$ cat src/rtl/djt_pkg.sv
package djt_pkg;
  localparam logic [31:0] HALT_ADDR = 32'hFFFF_0000;

  typedef enum logic [1:0] {
    RES_JUMP  = 2'd0,
    RES_HALT  = 2'd1,
    RES_PANIC = 2'd2
  } res_kind_e;
endpackage

$ cat src/rtl/djt_addr_check.sv
// Classifies a raw jump address before the table is read.
// Priority: halt address, then alignment, then zero, then range.
module djt_addr_check
  import djt_pkg::*;
#(
  parameter int ADDR_W = 32,
  parameter int IDX_W  = 6
) (
  input  logic [ADDR_W-1:0] addr,
  input  logic [IDX_W:0]    tbl_len,
  output res_kind_e         kind,
  output logic [IDX_W-1:0]  idx
);
  logic [ADDR_W-2:0] half;
  logic [ADDR_W-2:0] idx_w;

  always_comb begin
    half  = addr[ADDR_W-1:1];
    idx_w = half - 1'b1;
    kind  = RES_JUMP;
    if (addr == ADDR_W'(HALT_ADDR)) begin
      kind = RES_HALT;
    end else if (addr[0]) begin
      kind = RES_PANIC;
    end else if (half == '0) begin
      kind = RES_PANIC;
    end else if (idx_w >= (ADDR_W-1)'(tbl_len)) begin
      kind = RES_PANIC;
    end
  end

  assign idx = idx_w[IDX_W-1:0];

  // misaligned addresses never pass decode
  always_comb begin
    if (addr[0] === 1'b1 && addr !== ADDR_W'(HALT_ADDR))
      a_r5_odd_panics : assert (kind == RES_PANIC);
  end
endmodule

$ cat src/rtl/djt_jump_table.sv
// Jump table storage with a registered read port.
module djt_jump_table #(
  parameter int DEPTH = 64,
  parameter int IDX_W = 6,
  parameter int OFS_W = 16
) (
  input  logic             clk,
  input  logic             rst_n,
  input  logic             we,
  input  logic [IDX_W-1:0] widx,
  input  logic [OFS_W-1:0] wdata,
  input  logic             re,
  input  logic [IDX_W-1:0] ridx,
  output logic [OFS_W-1:0] rdata
);
  logic [OFS_W-1:0] mem [DEPTH];

  always_ff @(posedge clk) begin
    if (we) mem[widx] <= wdata;
  end

  always_ff @(posedge clk) begin
    if (!rst_n)  rdata <= '0;
    else if (re) rdata <= mem[ridx];
  end
endmodule

$ cat src/rtl/djt_block_map.sv
// Basic-block-start bitmap, written by word, with NPORT lookup ports.
module djt_block_map #(
  parameter int CODE_BYTES = 1024,
  parameter int BMP_W      = 32,
  parameter int OFS_W      = 16,
  parameter int NPORT      = 2,
  localparam int WORDS     = CODE_BYTES / BMP_W,
  localparam int WIDX_W    = $clog2(WORDS),
  localparam int BIT_W     = $clog2(BMP_W)
) (
  input  logic                        clk,
  input  logic                        rst_n,
  input  logic                        we,
  input  logic [WIDX_W-1:0]           widx,
  input  logic [BMP_W-1:0]            wdata,
  input  logic [NPORT-1:0][OFS_W-1:0] q_ofs,
  output logic [NPORT-1:0]            q_hit
);
  logic [BMP_W-1:0] words [WORDS];

  always_ff @(posedge clk) begin
    if (!rst_n) begin
      for (int w = 0; w < WORDS; w++) words[w] <= '0;
    end else if (we) begin
      words[widx] <= wdata;
    end
  end

  for (genvar p = 0; p < NPORT; p++) begin : g_port
    logic             in_code;
    logic [BMP_W-1:0] word;
    assign in_code  = {1'b0, q_ofs[p]} < (OFS_W+1)'(CODE_BYTES);
    assign word     = words[q_ofs[p][BIT_W +: WIDX_W]];
    assign q_hit[p] = in_code && word[q_ofs[p][BIT_W-1:0]];
  end
endmodule

$ cat src/rtl/dyn_jump_resolver.sv
module dyn_jump_resolver
  import djt_pkg::*;
#(
  parameter int ADDR_W     = 32,
  parameter int OFS_W      = 16,
  parameter int TBL_DEPTH  = 64,
  parameter int CODE_BYTES = 1024,
  parameter int BMP_W      = 32,
  localparam int IDX_W     = $clog2(TBL_DEPTH),
  localparam int WIDX_W    = $clog2(CODE_BYTES / BMP_W)
) (
  input  logic              clk,
  input  logic              rst_n,
  input  logic              req_valid,
  output logic              req_ready,
  input  logic [ADDR_W-1:0] req_addr,
  input  logic [IDX_W:0]    tbl_len,
  input  logic              tbl_wr_en,
  input  logic [IDX_W-1:0]  tbl_wr_idx,
  input  logic [OFS_W-1:0]  tbl_wr_data,
  input  logic              bmp_wr_en,
  input  logic [WIDX_W-1:0] bmp_wr_idx,
  input  logic [BMP_W-1:0]  bmp_wr_data,
  input  logic [OFS_W-1:0]  sj_target,
  output logic              sj_is_start,
  output logic              rsp_valid,
  input  logic              rsp_ready,
  output logic              rsp_ok,
  output logic              rsp_halt,
  output logic              rsp_panic,
  output logic [OFS_W-1:0]  rsp_target
);
  // pipeline control
  logic advance, accept;
  assign advance   = !rsp_valid || rsp_ready;
  assign req_ready = advance;
  assign accept    = req_valid && advance;

  // stage 1: address decode and table read
  res_kind_e        dec_kind;
  logic [IDX_W-1:0] dec_idx;

  djt_addr_check #(.ADDR_W(ADDR_W), .IDX_W(IDX_W)) u_check (
    .addr    (req_addr),
    .tbl_len (tbl_len),
    .kind    (dec_kind),
    .idx     (dec_idx)
  );

  logic [OFS_W-1:0] ram_q;

  djt_jump_table #(.DEPTH(TBL_DEPTH), .IDX_W(IDX_W), .OFS_W(OFS_W)) u_table (
    .clk   (clk),
    .rst_n (rst_n),
    .we    (tbl_wr_en),
    .widx  (tbl_wr_idx),
    .wdata (tbl_wr_data),
    .re    (accept),
    .ridx  (dec_idx),
    .rdata (ram_q)
  );

  logic      s1_v;
  res_kind_e s1_kind;

  always_ff @(posedge clk) begin
    if (!rst_n) begin
      s1_v    <= 1'b0;
      s1_kind <= RES_PANIC;
    end else if (advance) begin
      s1_v    <= req_valid;
      s1_kind <= dec_kind;
    end
  end

  // block-start lookups: port 0 for the table entry, port 1 for direct targets
  logic [1:0][OFS_W-1:0] look_ofs;
  logic [1:0]            look_hit;
  assign look_ofs = {sj_target, ram_q};

  djt_block_map #(.CODE_BYTES(CODE_BYTES), .BMP_W(BMP_W), .OFS_W(OFS_W), .NPORT(2)) u_map (
    .clk   (clk),
    .rst_n (rst_n),
    .we    (bmp_wr_en),
    .widx  (bmp_wr_idx),
    .wdata (bmp_wr_data),
    .q_ofs (look_ofs),
    .q_hit (look_hit)
  );

  assign sj_is_start = look_hit[1];

  // stage 2: final outcome
  res_kind_e fin_kind;
  always_comb begin
    fin_kind = s1_kind;
    if (s1_kind == RES_JUMP && !look_hit[0]) fin_kind = RES_PANIC;
  end

  logic      rsp_v;
  res_kind_e rsp_kind;

  always_ff @(posedge clk) begin
    if (!rst_n) begin
      rsp_v      <= 1'b0;
      rsp_kind   <= RES_PANIC;
      rsp_target <= '0;
    end else if (advance) begin
      rsp_v      <= s1_v;
      rsp_kind   <= fin_kind;
      rsp_target <= (s1_v && fin_kind == RES_JUMP) ? ram_q : '0;
    end
  end

  assign rsp_valid = rsp_v;
  assign rsp_ok    = rsp_v && rsp_kind == RES_JUMP;
  assign rsp_halt  = rsp_v && rsp_kind == RES_HALT;
  assign rsp_panic = rsp_v && rsp_kind == RES_PANIC;

  // assertions
  a_r9_one_outcome : assert property (@(posedge clk) disable iff (!rst_n)
    rsp_valid |-> $countones({rsp_ok, rsp_halt, rsp_panic}) == 1);

  a_r2_hold_stable : assert property (@(posedge clk) disable iff (!rst_n)
    (rsp_valid && !rsp_ready) |=> (rsp_valid && $stable(rsp_target)
      && $stable({rsp_ok, rsp_halt, rsp_panic})));

  a_r2_no_accept_stalled : assert property (@(posedge clk) disable iff (!rst_n)
    (rsp_valid && !rsp_ready) |-> !req_ready);

  a_r1_latency : assert property (@(posedge clk) disable iff (!rst_n)
    $rose(rsp_valid) |-> $past(req_valid && req_ready, 2));

  a_r8_target_in_code : assert property (@(posedge clk) disable iff (!rst_n)
    rsp_ok |-> ({1'b0, rsp_target} < (OFS_W+1)'(CODE_BYTES)));
endmodule

$ cat config.mk
export PLATFORM = sky130hd
export DESIGN_NAME = dyn_jump_resolver
export DESIGN_NICKNAME = d
export VERILOG_FILES = /design/src/rtl/djt_pkg.sv /design/src/rtl/djt_addr_check.sv /design/src/rtl/djt_jump_table.sv /design/src/rtl/djt_block_map.sv /design/src/rtl/dyn_jump_resolver.sv
export SDC_FILE = /design/constraint.sdc
export NUM_CORES = 2
export LEC_CHECK = 0
export CORE_MARGIN = 2
export CORE_UTILIZATION = 50
export CTS_CLUSTER_SIZE = 16
export DETAILED_ROUTE_END_ITERATION = 12
export PLACE_DENSITY = 0.69
export REMOVE_ABC_BUFFERS = 1
export SYNTH_ARGS = -nofsm -noshare
export SYNTH_HDL_FRONTEND = slang
export SYNTH_SLANG_ARGS = --single-unit
$ cat constraint.sdc
create_clock -name clk -period 4.9 [get_ports clk]
set_input_delay 0.735 -clock clk [delete_from_list [all_inputs] [get_ports clk]]
set_output_delay 0.735 -clock clk [all_outputs]
set_load 0.03 [all_outputs]
# After elaboration in Yosys (flattened, before gate mapping)

Memories as Yosys holds them, arrays and structs flattened. A register that Yosys moved wholly into a read port is not among the register bits.
Cells that the tools add are included.

Input port bits: 120
Logic and storage cells: 52
RAM bits: 2048
Memories: 2
Bits in registers: 22
Output and inout port bits: 22

Memories:

| memory      | words | width | read ports | clocked after memory_dff | write ports | line                 | source |
|---|---|---|---|---|---|---|---|
| u_map.words | 32    | 32    | 2          | 0                        | 32          | djt_block_map.sv:19  | `logic [BMP_W-1:0] words [WORDS];` |
| u_table.mem | 64    | 16    | 1          | 1                        | 1           | djt_jump_table.sv:16 | `logic [OFS_W-1:0] mem [DEPTH];` |

Equality and inequality tests: 3
Order comparisons: 5
Add/sub/neg operators: 1
Mux-type cells: 19
Reduce and logical (&&, ||, !) cells: 17

Operator list:

| cell                  | number |
|---|---|
| $eq 32x32->1 const B  | 1 |
| $lt 16x11->1 const B  | 2 |
| $mux 32               | 1 |
| $reduce_or 32->1      | 1 |
| $ge 31x7->1           | 1 |
| $logic_not 31->1      | 1 |
| $sub 31x1->31 const B | 1 |
| $mux 16               | 1 |
| $lt 5x6->1 const B    | 2 |
| $bmux 1 s5            | 2 |
| $mux 2                | 5 |
| $mux 1                | 9 |
| $logic_and 1x1->1     | 8 |
| $logic_not 2->1       | 3 |
| $mux 5                | 1 |
| $logic_not 1->1       | 3 |
| $eq 2x1->1 const B    | 1 |
| $eq 2x2->1 const B    | 1 |
| $logic_or 1x1->1      | 1 |

# Depth between registers and ports, before layout

An unclocked memory read counts as a cell.

Depth in word-level cells: 10
Gate-level depth with buffers: 20
Mapped depth without buffers: 14

# Cells and area by module

Synthesis repeated with hierarchy kept, for this count alone.

Cells, all modules: 6177
Area total of the unflattened synthesis: 97303.3 µm²

By module, submodules not included:

| module            | cells each | instances | area an instance (µm²) | sequential area each (µm²) |
|---|---|---|---|---|
| djt_block_map     | 3952       | 1         | 55713.4                | 30749.5 |
| djt_jump_table    | 2038       | 1         | 40114.7                | 31069.8 |
| dyn_jump_resolver | 105        | 1         | 910.9                  | 440.4 |
| djt_addr_check    | 82         | 1         | 564.3                  | 0.0 |

# Worst setup path after synthesis

OpenSTA, ideal clock, no wires.

Kind: input port to flip-flop
Start: input req_addr[1]
End: register s1_kind[1]
Data arrival time: 4.675 ns
Slack: 0.089 ns
Cell stages on the path: 18
Data required time: 4.764 ns
Setup time: 0.136 ns
Cell sequence: clkbuf_1 > buf_2 > buf_2 > buf_1 > inv_1 > ha_1 > clkbuf_1 > clkbuf_1 > clkbuf_1 > buf_1 > inv_1 > ha_1 > a41oi_1 > nand4_1 > a2111oi_0 > o2111ai_1 > o21ai_0 > o211ai_1

Cells in the longest elaborated chain, start to end: 6
Elaborated cells on any way between the ends: 8

Ends and longest elaborated chain:

| element              | line                    | source |
|---|---|---|
| start, declared      | dyn_jump_resolver.sv:16 | `input logic [ADDR_W-1:0] req_addr,` |
| $sub 31x1->31        | djt_addr_check.sv:19    | `idx_w = half - 1'b1;` |
| $ge 31x7->1          | djt_addr_check.sv:27    | `end else if (idx_w >= (ADDR_W-1)'(tbl_len)) begin` |
| $mux 2               | djt_addr_check.sv:27    |  |
| $mux 2               | djt_addr_check.sv:25    | `end else if (half == '0) begin` |
| $mux 2               | djt_addr_check.sv:23    | `end else if (addr[0]) begin` |
| $mux 2 (*)           | djt_addr_check.sv:21    | `if (addr == ADDR_W'(HALT_ADDR)) begin` |
| end signal, assigned | dyn_jump_resolver.sv:72 | `s1_kind <= dec_kind;` |
| end, declared        | dyn_jump_resolver.sv:64 | `res_kind_e s1_kind;` |

Mark *: on every way between the ends. The rest lies on a longest branch, timed or not.
A chain may end at the register's enable or synchronous reset.

# Worst setup path in the final report

Start: input sj_target[5]
End: output sj_is_start

Cells in the longest elaborated chain, start to end: 4
Elaborated cells on any way between the ends: 5

Ends and longest elaborated chain:

| element                      | line                    | source |
|---|---|---|
| start, declared              | dyn_jump_resolver.sv:24 | `input logic [OFS_W-1:0] sj_target,` |
| $mem_v2 32x32                | n/a                     |  |
| $bmux 1 s5                   | djt_block_map.sv:34     | `assign q_hit[p] = in_code && word[q_ofs[p][BIT_W-1:0]];` |
| $mux 1 (not written as such) | djt_block_map.sv:34     |  |
| $logic_and 1x1->1 (*)        | djt_block_map.sv:34     |  |
| end, declared                | dyn_jump_resolver.sv:25 | `output logic sj_is_start,` |

Mark *: on every way between the ends. The rest lies on a longest branch, timed or not. The select of a mux whose other input is x is not followed.

==> impl_metrics.yaml <==
outcome:
  outcome: "completed"
setup_path:
  required_ns: 4.16
  crit_type: "in2out"
  startpoint_type: "input port"
  crit_arrival_ns: 4.12
  ff2ff_path_depth: 12
  path_common_cell: "mux4_2"
  crit_path_top_delay_cell: "mux4_2"
  cp-end-kind: "output pin"
  slowest_delay_ns: 0.63
  path_max_fanout: 27
  crit_chain: "buf_12 > buf_16 > buf_4 > mux4_2 > mux4_2 > mux4_2 > mux2i_1 > o2111ai_1 > a21o_1 > buf_4"
sta:
  relSlewSlack: 0.0999
  tightestPinTransition_ns: 1.33
  worst_clock_skew_ns: 0.0364
  fin_crit_sh: 0.991
  final-setup-viol-count: 0
  rsz0062_at_grt: "no"
  slew_violations: 0
  fmax_ghz: 0.206
  period_minus_slack_ns: 4.86
  hold_viol_final: 0
  tns_ns: 0
die:
  die_h_microns: 444
  core_area_sq_um: 192000
  boundaryPins: 142
  dieArea_sq_um: 197000
  rows: 161
  die_w_microns: 444
  start_util: 0.503
cts:
  insertion_delay_ns: 0.87
  cts_tree: "yes"
  clk_pin_slew_worst_paths_ns: 0.06
  cts-root-buf: "clkbuf_16"
  ctsHoldBuffers: 0
  cts_max_level: 4
  clock_path_buffers: 3
  cts_setup_buffers: 0
  cts_made_buffers: 214
  cts_sinks: 2086
placement:
  hpwl_microns: 173000
  gp_congestion: 0.942
  port-buffer-count: 141
  place_area_sq_um: 102000
logic_synthesis:
  async_flop_share: 0
  yosysUniqueCellTypes: 79
  syn_area_per_cell_sq_um: 18.1
  ys_ff_latch: 2086
  ys_warn_count: 0
  ys_seq_area_frac: 0.644
  synth_edf_count: 2048
  syn_area_sq_um: 96600
  ys.flop_type: "edfxtp_1"
  synth_cells: 5352
routing:
  dr.pass1.iters: 5
  totalWireLength_microns: 285000
  viasPerCell: 6.60
  drc: 0
  wire_per_inst_microns: 34.6
  antenna_left: 0
  num_vias: 54400
  drtIter0Drc: 6905
worst_hold_path:
  hold_class: "reg2reg"
  hold_depth: 1
final_layout:
  drive_above_1_share: 0.277
  final_cell_mix: "2048 x edfxtp_1, 1032 x and2_1, 840 x mux4_2"
  area.sequential_sq_um: 62300
  nFillCells: 14300
  final_common_cell: "edfxtp_1"
  post-route-util: 0.567
  fin_nets: 5662
  areaGrowthSynthToFinish_pct: 12.9
  multi_input_area_sq_um: 32700
  postLayoutCellArea_sq_um: 109000
global_routing:
  overflow: 0
  grt_pass1_vias: 55100
  antenna_found_initial: 24
  grt_pass1_wl_microns: 405000
  grt_max_degree: 81
  gr-usage-all-layers: 0.290
run:
  cap_violations: 0
power_and_ir_drop:
  ir_worst_vdd_uv: 401
  power.density_nw_per_um2: 373
  p_leak_nw: 35.2
==> worst max-delay path: cells and delay by family <==
| kind | cells | cell delay (ns) |
|---|---|---|
| buf+inv | 4 | 0.88 |
| compound gates | 2 | 0.60 |
| mux | 4 | 1.86 |
==> flip-flops by register name (all words and copies together), names as in the netlist <==
| signal | count |
|---|---|
| u_table.mem | 1024 |
| s1_v | 1 |
| rsp_kind | 2 |
| s1_kind | 2 |
| rsp_target | 16 |
| rsp_valid | 1 |
| u_map.words | 1024 |
| u_table.rdata | 16 |
==> cell usage after synthesis (all sizes together), types with 16 or more instances <==
| cell type | instances | share of area |
|---|---|---|
| dfxtp | 38 | 0.0079 |
| a311oi | 16 | 0.0015 |
| nor2b | 36 | 0.0024 |
| nand2 | 111 | 0.0043 |
| a21oi | 43 | 0.0023 |
| nand3 | 33 | 0.0017 |
| clkbuf | 315 | 0.012 |
| inv | 20 | 0.00078 |
| buf | 157 | 0.011 |
| and2 | 1034 | 0.067 |
| mux2i | 158 | 0.016 |
| mux4 | 870 | 0.20 |
| and3 | 23 | 0.0015 |
| edfxtp | 2048 | 0.64 |
| nor2 | 127 | 0.0049 |
| o21ai | 52 | 0.0027 |
| a22oi | 67 | 0.0053 |
==> metal layers <==
layer	vias up	global-route usage	part of all wire
met3	805	0.0575	0.091
met2	3321	0.488	0.50
met1	28500	0.359	0.35
met4	18	0.151	0.057
met5	-	0	0.00035
li1	21800	-	-
==> cells by family after synthesis <==
logic type,synth area share
AOI/OAI and AO/OA,0.0186
xor gates and xnor gates,0.000635
adders and majority gates,0.00104
buffers and inverters,0.0245
DFF,0.644
muxes,0.221
and+or+nand+nor,0.0893
==> final cells by class <==
type / instances / share of cell area
Sequential cell: 2086 / 0.571
Multi-Input combinational cell: 2773 / 0.300
Clock buffer: 271 / 0.0516
Timing Repair Buffer: 438 / 0.0379
Tap cell: 2526 / 0.0290
Clock inverter: 119 / 0.00937
Inverter: 21 / 0.000723
Antenna cell: 15 / 0.000344
==> power breakdown <==
group / leakage, nW / switching, mW / internal (mW) / total (mW)
Clock: 3.22 / 6.96 / 8.61 / 15.6
Sequential: 19.3 / 0.404 / 20.1 / 20.6
Combinational: 12.7 / 2.54 / 1.98 / 4.51
Total: 35.2 / 9.90 / 30.7 / 40.6
==> what timing repair did <==
action,in CTS,in global routing
hold endpoints to repair,0,0
gates resized for setup,0,3
setup endpoints to repair,0,1
==> final timing paths <==
| path | start | end | slack [ns] |
|---|---|---|---|
| worst max-delay path | sj_target[5] | sj_is_start | 0.04 |
| worst min register to register | rsp_target[2]$_SDFFE_PN0N_ | rsp_target[2]$_SDFFE_PN0N_ | 0.46 |
| worst max register to register | u_table.rdata[7]$_SDFFE_PN0P_ | rsp_kind[1]$_SDFFE_PN1N_ | 0.25 |
| worst min-delay path | rsp_target[2]$_SDFFE_PN0N_ | rsp_target[2]$_SDFFE_PN0N_ | 0.46 |
==> stage by stage <==
step	power (mW)	hold WS (ns)	cells	setup slack, ns
6_report	40.6	0.464	8249	0.0420
5_1_grt	41.7	0.475	8242	0.0141
4_1_cts	40.7	0.468	8233	0.0347
3_5_place_dp	25.4	0.454	7843	0.0343
3_3_place_gp	25.3	0.448	7843	0.0625
2_1_floorplan	23.5	0.456	4880	-5.24
Power figures use the tool's default switching activity.
